===== config.mk =====
export PLATFORM = sky130hd
export DESIGN_NAME = abus_arbiter
export DESIGN_NICKNAME = d
export VERILOG_FILES = /design/src/rtl/abus_arb_pkg.sv /design/src/rtl/abus_arb_prio.sv /design/src/rtl/abus_arb_depth.sv /design/src/rtl/abus_arb_park.sv /design/src/rtl/abus_arb_grant.sv /design/src/rtl/abus_arbiter.sv
export SDC_FILE = /design/constraint.sdc
export NUM_CORES = 1
export LEC_CHECK = 0
export BUFFER_PORTS_ARGS = -buffer_cell sky130_fd_sc_hd__clkbuf_2
export CORE_MARGIN = 3
export CORE_UTILIZATION = 47
export CTS_CLUSTER_DIAMETER = 150
export DETAILED_ROUTE_END_ITERATION = 10
export PLACE_DENSITY_LB_ADDON = 0.2
export RECOVER_POWER = 50
export SLEW_MARGIN = 20
export SYNTH_ARGS = -nofsm -noshare
export SYNTH_HDL_FRONTEND = slang
export SYNTH_SLANG_ARGS = --single-unit
export TNS_END_PERCENT = 5

===== constraint.sdc =====
create_clock -name clk -period 8.7 [get_ports clk]
set_clock_uncertainty 0.15 [all_clocks]
set_input_delay 0.435 -clock clk [delete_from_list [all_inputs] [get_ports clk]]
set_output_delay 0.435 -clock clk [all_outputs]
set_load 0.1 [all_outputs]

===== src/rtl/abus_arb_pkg.sv =====
// Shared types for the address bus arbiter.
package abus_arb_pkg;
    // Arbitration mode captured from the strap during reset.
    typedef enum logic {
        ARB_EXT = 1'b0,
        ARB_INT = 1'b1
    } arb_mode_e;

    // What the grant register does at the next edge.
    typedef enum logic [1:0] {
        GACT_KEEP  = 2'd0,
        GACT_LOAD  = 2'd1,
        GACT_CLEAR = 2'd2
    } gnt_act_e;
endpackage


===== src/rtl/abus_arb_prio.sv =====
// Priority picker. It forms an effective priority for each master and
// returns a one-hot winner among the pending requests.
// Assumes: the first N_EXT masters are external and take their programmed
// priority only; the rest are internal and use the larger of their
// programmed priority and their request level. Ties go to the lowest index.
module abus_arb_prio #(
    parameter int NM    = 7,
    parameter int N_EXT = 3,
    parameter int PW    = 2
) (
    input  logic [NM-1:0]            req,
    input  logic [NM*PW-1:0]         cfg_prio,
    input  logic [(NM-N_EXT)*PW-1:0] int_lvl,
    output logic                     any_req,
    output logic [NM-1:0]            win
);
    logic [PW-1:0] eff [NM];

    // Effective priority per master; the variant depends on the master kind.
    for (genvar i = 0; i < NM; i++) begin : g_eff
        if (i < N_EXT) begin : g_ext
            assign eff[i] = cfg_prio[i*PW +: PW];
        end else begin : g_int
            logic [PW-1:0] prg;
            logic [PW-1:0] lvl;
            assign prg    = cfg_prio[i*PW +: PW];
            assign lvl    = int_lvl[(i-N_EXT)*PW +: PW];
            assign eff[i] = (lvl > prg) ? lvl : prg;
        end
    end

    // Scan from the top index down; >= lets a lower index win a tie.
    always_comb begin
        logic [PW-1:0] best;
        best    = '0;
        win     = '0;
        any_req = |req;
        for (int j = NM - 1; j >= 0; j--) begin
            if (req[j] && (win == '0 || eff[j] >= best)) begin
                win    = '0;
                win[j] = 1'b1;
                best   = eff[j];
            end
        end
    end
endmodule


===== src/rtl/abus_arb_depth.sv =====
// Counter of outstanding data tenures. It counts up on each address
// acknowledge and down on each data completion, saturating at both ends.
// It reports whether a new grant is allowed given the next count and the
// pipelining limit (0 or 1).
// Assumes: ack and done are single-cycle pulses and may coincide.
module abus_arb_depth #(
    parameter int CW = 2
) (
    input  logic          clk,
    input  logic          rst_n,
    input  logic          inc,
    input  logic          dec,
    input  logic          pipe_one,
    output logic [CW-1:0] pend_q,
    output logic          allow
);
    localparam logic [CW-1:0] PMAX = {CW{1'b1}};

    logic [CW-1:0] pend_nxt;
    logic [CW-1:0] limit;

    // Next count with saturation.
    always_comb begin
        pend_nxt = pend_q;
        if (inc && !dec && pend_q != PMAX) begin
            pend_nxt = pend_q + 1'b1;
        end else if (dec && !inc && pend_q != '0) begin
            pend_nxt = pend_q - 1'b1;
        end
    end

    // Grant permission from the count that will hold after this edge.
    always_comb begin
        limit = CW'(pipe_one);
        allow = (pend_nxt <= limit);
    end

    // Count register.
    always_ff @(posedge clk) begin
        if (!rst_n) begin
            pend_q <= '0;
        end else begin
            pend_q <= pend_nxt;
        end
    end
endmodule


===== src/rtl/abus_arb_park.sv =====
// Park decoder. It turns the parked-master index into a one-hot vector.
// Assumes: an index of NM or more selects nobody.
module abus_arb_park #(
    parameter int NM = 7,
    parameter int IW = 3
) (
    input  logic          park_en,
    input  logic [IW-1:0] park_id,
    output logic [NM-1:0] park_vec
);
    // One comparator per master.
    for (genvar i = 0; i < NM; i++) begin : g_dec
        assign park_vec[i] = park_en && (park_id == IW'(i));
    end
endmodule


===== src/rtl/abus_arb_grant.sv =====
// Grant register. It loads a candidate at an address acknowledge and on an
// idle bus. It clears while a tenure runs, and it holds a requester's grant
// until that master starts.
// Assumes: addr_ack comes no earlier than the second busy cycle of a tenure.
module abus_arb_grant
    import abus_arb_pkg::*;
#(
    parameter int NM = 7
) (
    input  logic          clk,
    input  logic          rst_n,
    input  logic          int_mode,
    input  logic          addr_ack,
    input  logic          addr_busy,
    input  logic          allow,
    input  logic          any_req,
    input  logic [NM-1:0] req,
    input  logic [NM-1:0] win,
    input  logic [NM-1:0] park_vec,
    output logic [NM-1:0] gnt_q
);
    gnt_act_e      act;
    logic [NM-1:0] cand;

    // Candidate: a requester first, otherwise the parked master, gated by depth.
    always_comb begin
        cand = '0;
        if (allow) begin
            cand = any_req ? win : park_vec;
        end
    end

    // Choose the update of the grant register.
    always_comb begin
        if (!int_mode) begin
            act = GACT_CLEAR;
        end else if (addr_ack) begin
            act = GACT_LOAD;
        end else if (addr_busy) begin
            act = GACT_CLEAR;
        end else if ((gnt_q & req) != '0) begin
            act = GACT_KEEP;
        end else begin
            act = GACT_LOAD;
        end
    end

    // Registered grant.
    always_ff @(posedge clk) begin
        if (!rst_n) begin
            gnt_q <= '0;
        end else begin
            case (act)
                GACT_LOAD:  gnt_q <= cand;
                GACT_CLEAR: gnt_q <= '0;
                default:    gnt_q <= gnt_q;
            endcase
        end
    end
endmodule


===== src/rtl/abus_arbiter.sv =====
// Address bus arbiter top. It captures the arbitration mode during reset
// and joins the picker, the park decoder, the depth counter and the grant
// register.
// Assumes: configuration inputs change only while no data tenure is open.
module abus_arbiter
    import abus_arb_pkg::*;
#(
    parameter int N_EXT = 3,
    parameter int N_INT = 4,
    parameter int PW    = 2,
    parameter int CW    = 2,
    localparam int NM   = N_EXT + N_INT,
    localparam int IW   = $clog2(NM)
) (
    input  logic                clk,
    input  logic                rst_n,
    input  logic                strap_int,
    input  logic                cfg_pipe_one,
    input  logic                cfg_park_en,
    input  logic [IW-1:0]       cfg_park_id,
    input  logic [NM*PW-1:0]    cfg_prio,
    input  logic [N_INT*PW-1:0] int_lvl,
    input  logic [NM-1:0]       req,
    input  logic                addr_ack,
    input  logic                addr_busy,
    input  logic                data_done,
    output logic [NM-1:0]       gnt
);
    arb_mode_e     mode_q;
    logic          int_mode;
    logic          any_req;
    logic          allow;
    logic [NM-1:0] win;
    logic [NM-1:0] park_vec;
    logic [CW-1:0] pend_cnt;

    // Mode is captured from the strap only while reset is held.
    always_ff @(posedge clk) begin
        if (!rst_n) begin
            mode_q <= arb_mode_e'(strap_int);
        end else begin
            mode_q <= mode_q;
        end
    end

    assign int_mode = (mode_q == ARB_INT);

    abus_arb_prio #(.NM(NM), .N_EXT(N_EXT), .PW(PW)) u_prio (
        .req      (req),
        .cfg_prio (cfg_prio),
        .int_lvl  (int_lvl),
        .any_req  (any_req),
        .win      (win)
    );

    abus_arb_park #(.NM(NM), .IW(IW)) u_park (
        .park_en  (cfg_park_en),
        .park_id  (cfg_park_id),
        .park_vec (park_vec)
    );

    abus_arb_depth #(.CW(CW)) u_depth (
        .clk      (clk),
        .rst_n    (rst_n),
        .inc      (addr_ack),
        .dec      (data_done),
        .pipe_one (cfg_pipe_one),
        .pend_q   (pend_cnt),
        .allow    (allow)
    );

    abus_arb_grant #(.NM(NM)) u_grant (
        .clk       (clk),
        .rst_n     (rst_n),
        .int_mode  (int_mode),
        .addr_ack  (addr_ack),
        .addr_busy (addr_busy),
        .allow     (allow),
        .any_req   (any_req),
        .req       (req),
        .win       (win),
        .park_vec  (park_vec),
        .gnt_q     (gnt)
    );
endmodule


== Word-level counts from Yosys, hierarchy flattened ==
Cells that the tools add are included.

* Add/sub/neg operators: 2
* Multipliers: 0
* Div/mod/pow operators: 0
* Magnitude comparators: 11
* Equality and inequality tests: 9
* Shift-type cells: 0
* Mux-type cells: 26
* Bitwise gates (word level): 1
* Reduce and logical (&&, ||, !) cells: 36

{| class="wikitable"
|+ Operators with widths
! operator !! count
|-
| 7-bit two-way mux || 9
|-
| 7-bit logical NOT || 6
|-
| 2-bit two-way mux || 15
|-
| 1-bit logical AND || 17
|-
| 7-bit case mux with 2 select lines || 1
|-
| 2-bit greater-or-equal comparator || 6
|-
| 3-bit == test, second input constant || 3
|-
| 2-bit > comparator || 4
|-
| 7-bit bitwise AND || 1
|-
| 7-bit nonzero test || 1
|-
| 7-bit OR reduction || 1
|-
| 3-bit by 2-bit == test with 1-bit output, second input constant || 2
|-
| 1-bit logical OR || 6
|-
| 2-bit nonzero test || 2
|-
| 3-bit by 1-bit == test with 1-bit output, second input constant || 1
|-
| 3-bit logical NOT || 1
|-
| 2-bit by 1-bit adder with 2-bit output, second input constant || 1
|-
| 2-bit by 1-bit == test with 1-bit output, second input constant || 1
|-
| 2-bit == test, second input constant || 1
|-
| 2-bit by 1-bit less-or-equal comparator with 1-bit output || 1
|-
| 1-bit logical NOT || 2
|-
| 2-bit inequality test, second input constant || 1
|-
| 2-bit by 1-bit subtractor with 2-bit output, second input constant || 1
|-
| 1-bit two-way mux || 1
|}

* Register bits after elaboration: 10
* Latch bits: 0
* Bits in writable memories: 0
* Bits in read-only memories: 0
* Output and inout port bits: 7
* Logic and storage cells: 88
* Memories kept: 0

== Logic depth before layout (Yosys ltp) ==
* Depth in word-level cells: 30
* Mapped depth: 42
* Mapped depth without buffers: 42

== By module ==
A second synthesis with hierarchy kept.

* Cell total of the unflattened synthesis: 215
* Area, all modules: 1655.3 µm²

{| class="wikitable"
|+ By module, submodules not included
! module !! times used !! cells each !! area an instance (µm²) !! seq. area each (µm²)
|-
| abus_arb_prio || 1 || 134 || 939.7 || 0.0
|-
| abus_arb_grant || 1 || 47 || 407.9 || 140.1
|-
| abus_arb_depth || 1 || 25 || 187.7 || 40.0
|-
| abus_arb_park || 1 || 7 || 86.3 || 0.0
|-
| abus_arbiter || 1 || 2 || 33.8 || 30.0
|}

== Worst setup path after synthesis ==
OpenSTA, ideal clock, no wires.

* Kind: input -> register
* From: in cfg_prio[11]
* To: reg u_grant.gnt_q[4]
* Library setup time: 0.063 ns
* Arrival: 7.978 ns
* Data required time: 8.487 ns
* Path slack: 0.509 ns
* Cell stages on the path: 41
* Buffers on the path: 0
* Cells stage by stage: inv_1 > ha_1 > o41ai_1 > nor2_1 > ha_1 > nand2b_1 > a22oi_1 > or3_1 > o21a_1 > ha_1 > nand2b_1 > a211o_1 > nand2_1 > nor2_1 > or2_2 > ha_1 > nand2b_1 > a21oi_1 > [5 not listed] > a21oi_1 > o21ai_0 > nand2_1 > nor2_1 > or2_2 > ha_1 > a21oi_1 > nor2_1 > a41o_1 > mux2i_1 > a21o_1 > ha_1 > nand2b_1 > a21o_1 > a21oi_1 > nand2b_4 > a2111oi_4 > a221o_1

* Word-level cells in the longest chain between the ends: 29

{| class="wikitable"
|+ Ends and longest elaborated chain
! element !! line !! text
|-
| from (decl) || abus_arbiter.sv:21 || <nowiki>input logic [NM*PW-1:0] cfg_prio,</nowiki>
|-
| 2-bit > comparator || abus_arb_prio.sv:28 || <nowiki>assign eff[i] = (lvl > prg) ? lvl : prg;</nowiki>
|-
| 2-bit two-way mux (*) || abus_arb_prio.sv:28 ||
|-
| 2-bit greater-or-equal comparator || abus_arb_prio.sv:39 || <nowiki>if (req[j] && (win == '0 || eff[j] >= best)) begin</nowiki>
|-
| 1-bit logical OR || abus_arb_prio.sv:39 ||
|-
| 1-bit logical AND || abus_arb_prio.sv:39 ||
|-
| 2-bit two-way mux / 7-bit two-way mux (equally long branches) || abus_arb_prio.sv:39 ||
|-
| 2-bit greater-or-equal comparator / 7-bit logical NOT (equally long branches) || abus_arb_prio.sv:39 ||
|-
| 1-bit logical OR || abus_arb_prio.sv:39 ||
|-
| [13 not listed] || n/a ||
|-
| 2-bit two-way mux / 7-bit two-way mux (equally long branches) || abus_arb_prio.sv:39 ||
|-
| 2-bit greater-or-equal comparator / 7-bit logical NOT (equally long branches) || abus_arb_prio.sv:39 ||
|-
| 1-bit logical OR || abus_arb_prio.sv:39 ||
|-
| 1-bit logical AND || abus_arb_prio.sv:39 ||
|-
| 7-bit two-way mux (*) || abus_arb_prio.sv:39 ||
|-
| 7-bit two-way mux (*) || abus_arb_grant.sv:29 || <nowiki>cand = any_req ? win : park_vec;</nowiki>
|-
| 7-bit two-way mux (*) || abus_arb_grant.sv:28 || <nowiki>if (allow) begin</nowiki>
|-
| 7-bit case mux with 2 select lines (*) || abus_arb_grant.sv:53 || <nowiki>case (act)</nowiki>
|-
| to (signal assigned) || abus_arb_grant.sv:54 || <nowiki>GACT_LOAD: gnt_q <= cand;</nowiki>
|-
| to (signal assigned) || abus_arb_grant.sv:56 || <nowiki>default: gnt_q <= gnt_q;</nowiki>
|-
| to (decl) || abus_arb_grant.sv:20 || <nowiki>output logic [NM-1:0] gnt_q</nowiki>
|}

Every way passes the cells marked *; elsewhere a longest branch is shown, timed or not.
A chain may end at the register's enable or synchronous reset.

== Worst setup path after layout ==
* From: in int_lvl[6]
* To: reg u_grant.gnt_q[5]

* Word-level cells in the longest chain between the ends: 30

{| class="wikitable"
|+ Ends and longest elaborated chain
! element !! line !! text
|-
| from (decl) || abus_arbiter.sv:22 || <nowiki>input logic [N_INT*PW-1:0] int_lvl,</nowiki>
|-
| 2-bit > comparator || abus_arb_prio.sv:28 ||
|-
| 2-bit two-way mux (*) || abus_arb_prio.sv:28 ||
|-
| 2-bit two-way mux (*) || abus_arb_prio.sv:39 ||
|-
| 2-bit greater-or-equal comparator || abus_arb_prio.sv:39 ||
|-
| 1-bit logical OR || abus_arb_prio.sv:39 ||
|-
| 1-bit logical AND || abus_arb_prio.sv:39 ||
|-
| 2-bit two-way mux / 7-bit two-way mux (equally long branches) || abus_arb_prio.sv:39 ||
|-
| 2-bit greater-or-equal comparator / 7-bit logical NOT (equally long branches) || abus_arb_prio.sv:39 ||
|-
| [14 not listed] || n/a ||
|-
| 2-bit two-way mux / 7-bit two-way mux (equally long branches) || abus_arb_prio.sv:39 ||
|-
| 2-bit greater-or-equal comparator / 7-bit logical NOT (equally long branches) || abus_arb_prio.sv:39 ||
|-
| 1-bit logical OR || abus_arb_prio.sv:39 ||
|-
| 1-bit logical AND || abus_arb_prio.sv:39 ||
|-
| 7-bit two-way mux (*) || abus_arb_prio.sv:39 ||
|-
| 7-bit two-way mux (*) || abus_arb_grant.sv:29 ||
|-
| 7-bit two-way mux (*) || abus_arb_grant.sv:28 ||
|-
| 7-bit case mux with 2 select lines (*) || abus_arb_grant.sv:53 ||
|}

Marks and branches as above.

==> metrics.txt <==
outcome=complete, no violations; R2R Setup Slk=roughly 5.6 ns; Root Buffer Master=clkbuf_4; final global-route overflow total=0; non-filler cells, final=300; IO Port Bufs=46; die width=between 60 and 70 um; worst skew pair latency=about 0.27 ns; CP delay by family, top=compound AO/OA/AOI/OAI gates; Placed Cells incl. Taps=between 200 and 300; TritonRoute pass-1 iters=4; worst r2r src=u_depth.pend_q[0]; die area=4000 sq um; Clock Pin Slew Worst Setup and Hold Paths=around 0.070 ns; CTS H-Tree Depth=1; Post-synth EDFFs=1; drt via density=roughly 5.4; power per standard cell area=121 nW/um^2; Tot GR Track Use=17.9%; Setup crit start=int_lvl[6]; Post-Route Utilization=61.9%; Syn Inst Count=200; dominant synthesized flop cell=dfxtp_1; Tightest Pin Transition=1.17 ns; Antenna Cells=0; DRT iter0 DRCs=66; Synth cell types=just over 50; DR vias=between 1,500 and 2,000; max-cap violations=0; Antenna Nets Post-Route=0; P&R area growth vs syn=23.6%; area share of the largest cell type after synthesis=22.7%; fill count=297; commonest non-fill, non-tap cell in the layout=clkbuf_2; Routed WL per cell=~11 um; nets@finish=approximately 330; Async S/R FF share, synth=0%; Avg Inst Size Synth=between 7 and 8 sq um; height of the die=about 63 um; fraction of layout cells with a size suffix above 1=between 20% and 30%; synth warn=0; Final Critical Period=a little over 8 ns; commonest non-fill, non-tap cells in the layout=clkbuf_2 (41), inv_1 (28), ha_1 (28); hold_ws=about 0.19 ns; CTS tree=yes; largest area contributor in the netlist=ha_1; Critical-path top delay cell=or3_1; dpl hpwl=between 3000 and 4000 um; register area=~210 sq um; CTS max path bufs=2; vias in the first global route=~1,500; CP required=a little under 9 ns; critical path class=primary input to flop; antenna violations before repair=0; Worst Hold Class=primary input to flop; Hold Startpoint=strap_int; # IOs=47; number of buffers and inverters on the critical path=2; CP endpoint kind=flop; Achievable Freq=about 0.12 GHz; period utilization=a little over nine tenths; Final GP Congestion=0.794; Final Hold Viols=0; Starting Density=50.0%; Netlist Area Pre-Place=~1500 sq um; largest net degree at the start of global routing=9; DRC violations left=0; crit start category=primary input; total CTS buffers=3; Yosys reg bits=10; core area=about 3000 sq um; Lkg Pwr=0.977 nW; CTS Sinks=10; synth top area cells=ha_1 (23%), dfxtp_1 (12%), inv_1 (6.6%); Final Slew Violations=0; sequential area share after synthesis=between 10% and 20%; syn_nets=around 270; critical path's largest stage delay=around 0.41 ns; Max-slew headroom=22.7%; first-pass GRT wire length=5940 um; critical path fanouts, max=4; most frequent CP cell=ha_1; RSZ-0062 raised after global routing=no; critical path arrival=slightly above 8 ns; area occupied by multi-input gates=about 1200 sq um; row cnt=20; VDD IR max=slightly above 0.06 mV; # setup viols final=0; WL final=about 3400 um; Sum Neg Setup Slack=0 ns
==> final timing paths <==
kind,cells after the start,end
worst max-delay path,42,u_grant.gnt_q[5]
worst min register to register,2,u_grant.gnt_q[0]
worst max register to register,12,u_grant.gnt_q[5]
worst min-delay path,1,int_mode
==> layer usage <==
metal	up-vias	GRT usage [%]	share of wire, %
met2	40	31.9	48
met4	0	4.04	0.35
met3	3	3.74	5.4
met1	723	22.0	46
met5	-	0	0
li1	841	-	-
==> synth_stat cells (all sizes together), types with 2 or more instances <==
cell and number:
dfxtp 9, mux2 2, a31o 3, and2 3
o21a 2, a22oi 5, or3 3, a21oi 10
nor4 2, o21ai 6, a21o 2, nand2 18
nor2 17, nor3 4, o31a 2, nand2b 9
o211a 3, mux2i 5, nor2b 3, nor3b 2
a41o 2, ha 28, inv 28, nand3 3
or2 2, nand3b 2, o211ai 2, o41ai 2
o31ai 3
==> final cells by class <==
type / instances / area share [%]
clock buffer: 4 / 1.38
inverter: 28 / 5.52
multi-input combinational: 160 / 64.3
sequential: 10 / 11.0
tap: 44 / 2.89
timing repair buffer: 54 / 14.9
==> power breakdown <==
group / switching [mW] / internal, mW
clock network: 0.0169 / 0.0177
logic: 0.0761 / 0.0672
registers: 0.00227 / 0.0496
total: 0.0952 / 0.135
==> per-stage QoR <==
step,setup WS [ns],power (mW),area (sq um)
after floorplan,0.509,0.150,1540
after global placement,0.170,0.190,1860
after detailed placement,0.0633,0.192,1860
after CTS,0.302,0.228,1890
after global routing,0.0298,0.254,1900
final,0.527,0.230,1900
==> timing repair <==
action,in CTS,in global routing
buffers inserted,0,1
gates resized for setup,0,5
endpoints found under the setup margin,0,5
hold buffers,0,0
==> sequential cells by signal, summed over array words and instances, names as in the netlist <==
| register | flops |
|---|---|
| u_grant.gnt_q | 7 |
| u_depth.pend_q | 2 |
| int_mode | 1 |
==> kinds of logic (layout without fill, tap and decap cells) <==
group	Yosys count	count (layout)	synth area share, %
multiplexers	7	7	4.71
AO/OA/AOI/OAI	54	54	27.2
adder cells (fa/ha/maj)	28	28	22.7
AND/OR/NAND/NOR	70	70	23.3
XOR/XNOR	1	1	0.569
buffers and inverters	30	86	7.80
flip-flops	10	10	13.6
Note: power is estimated with default switching activity, not from simulation.
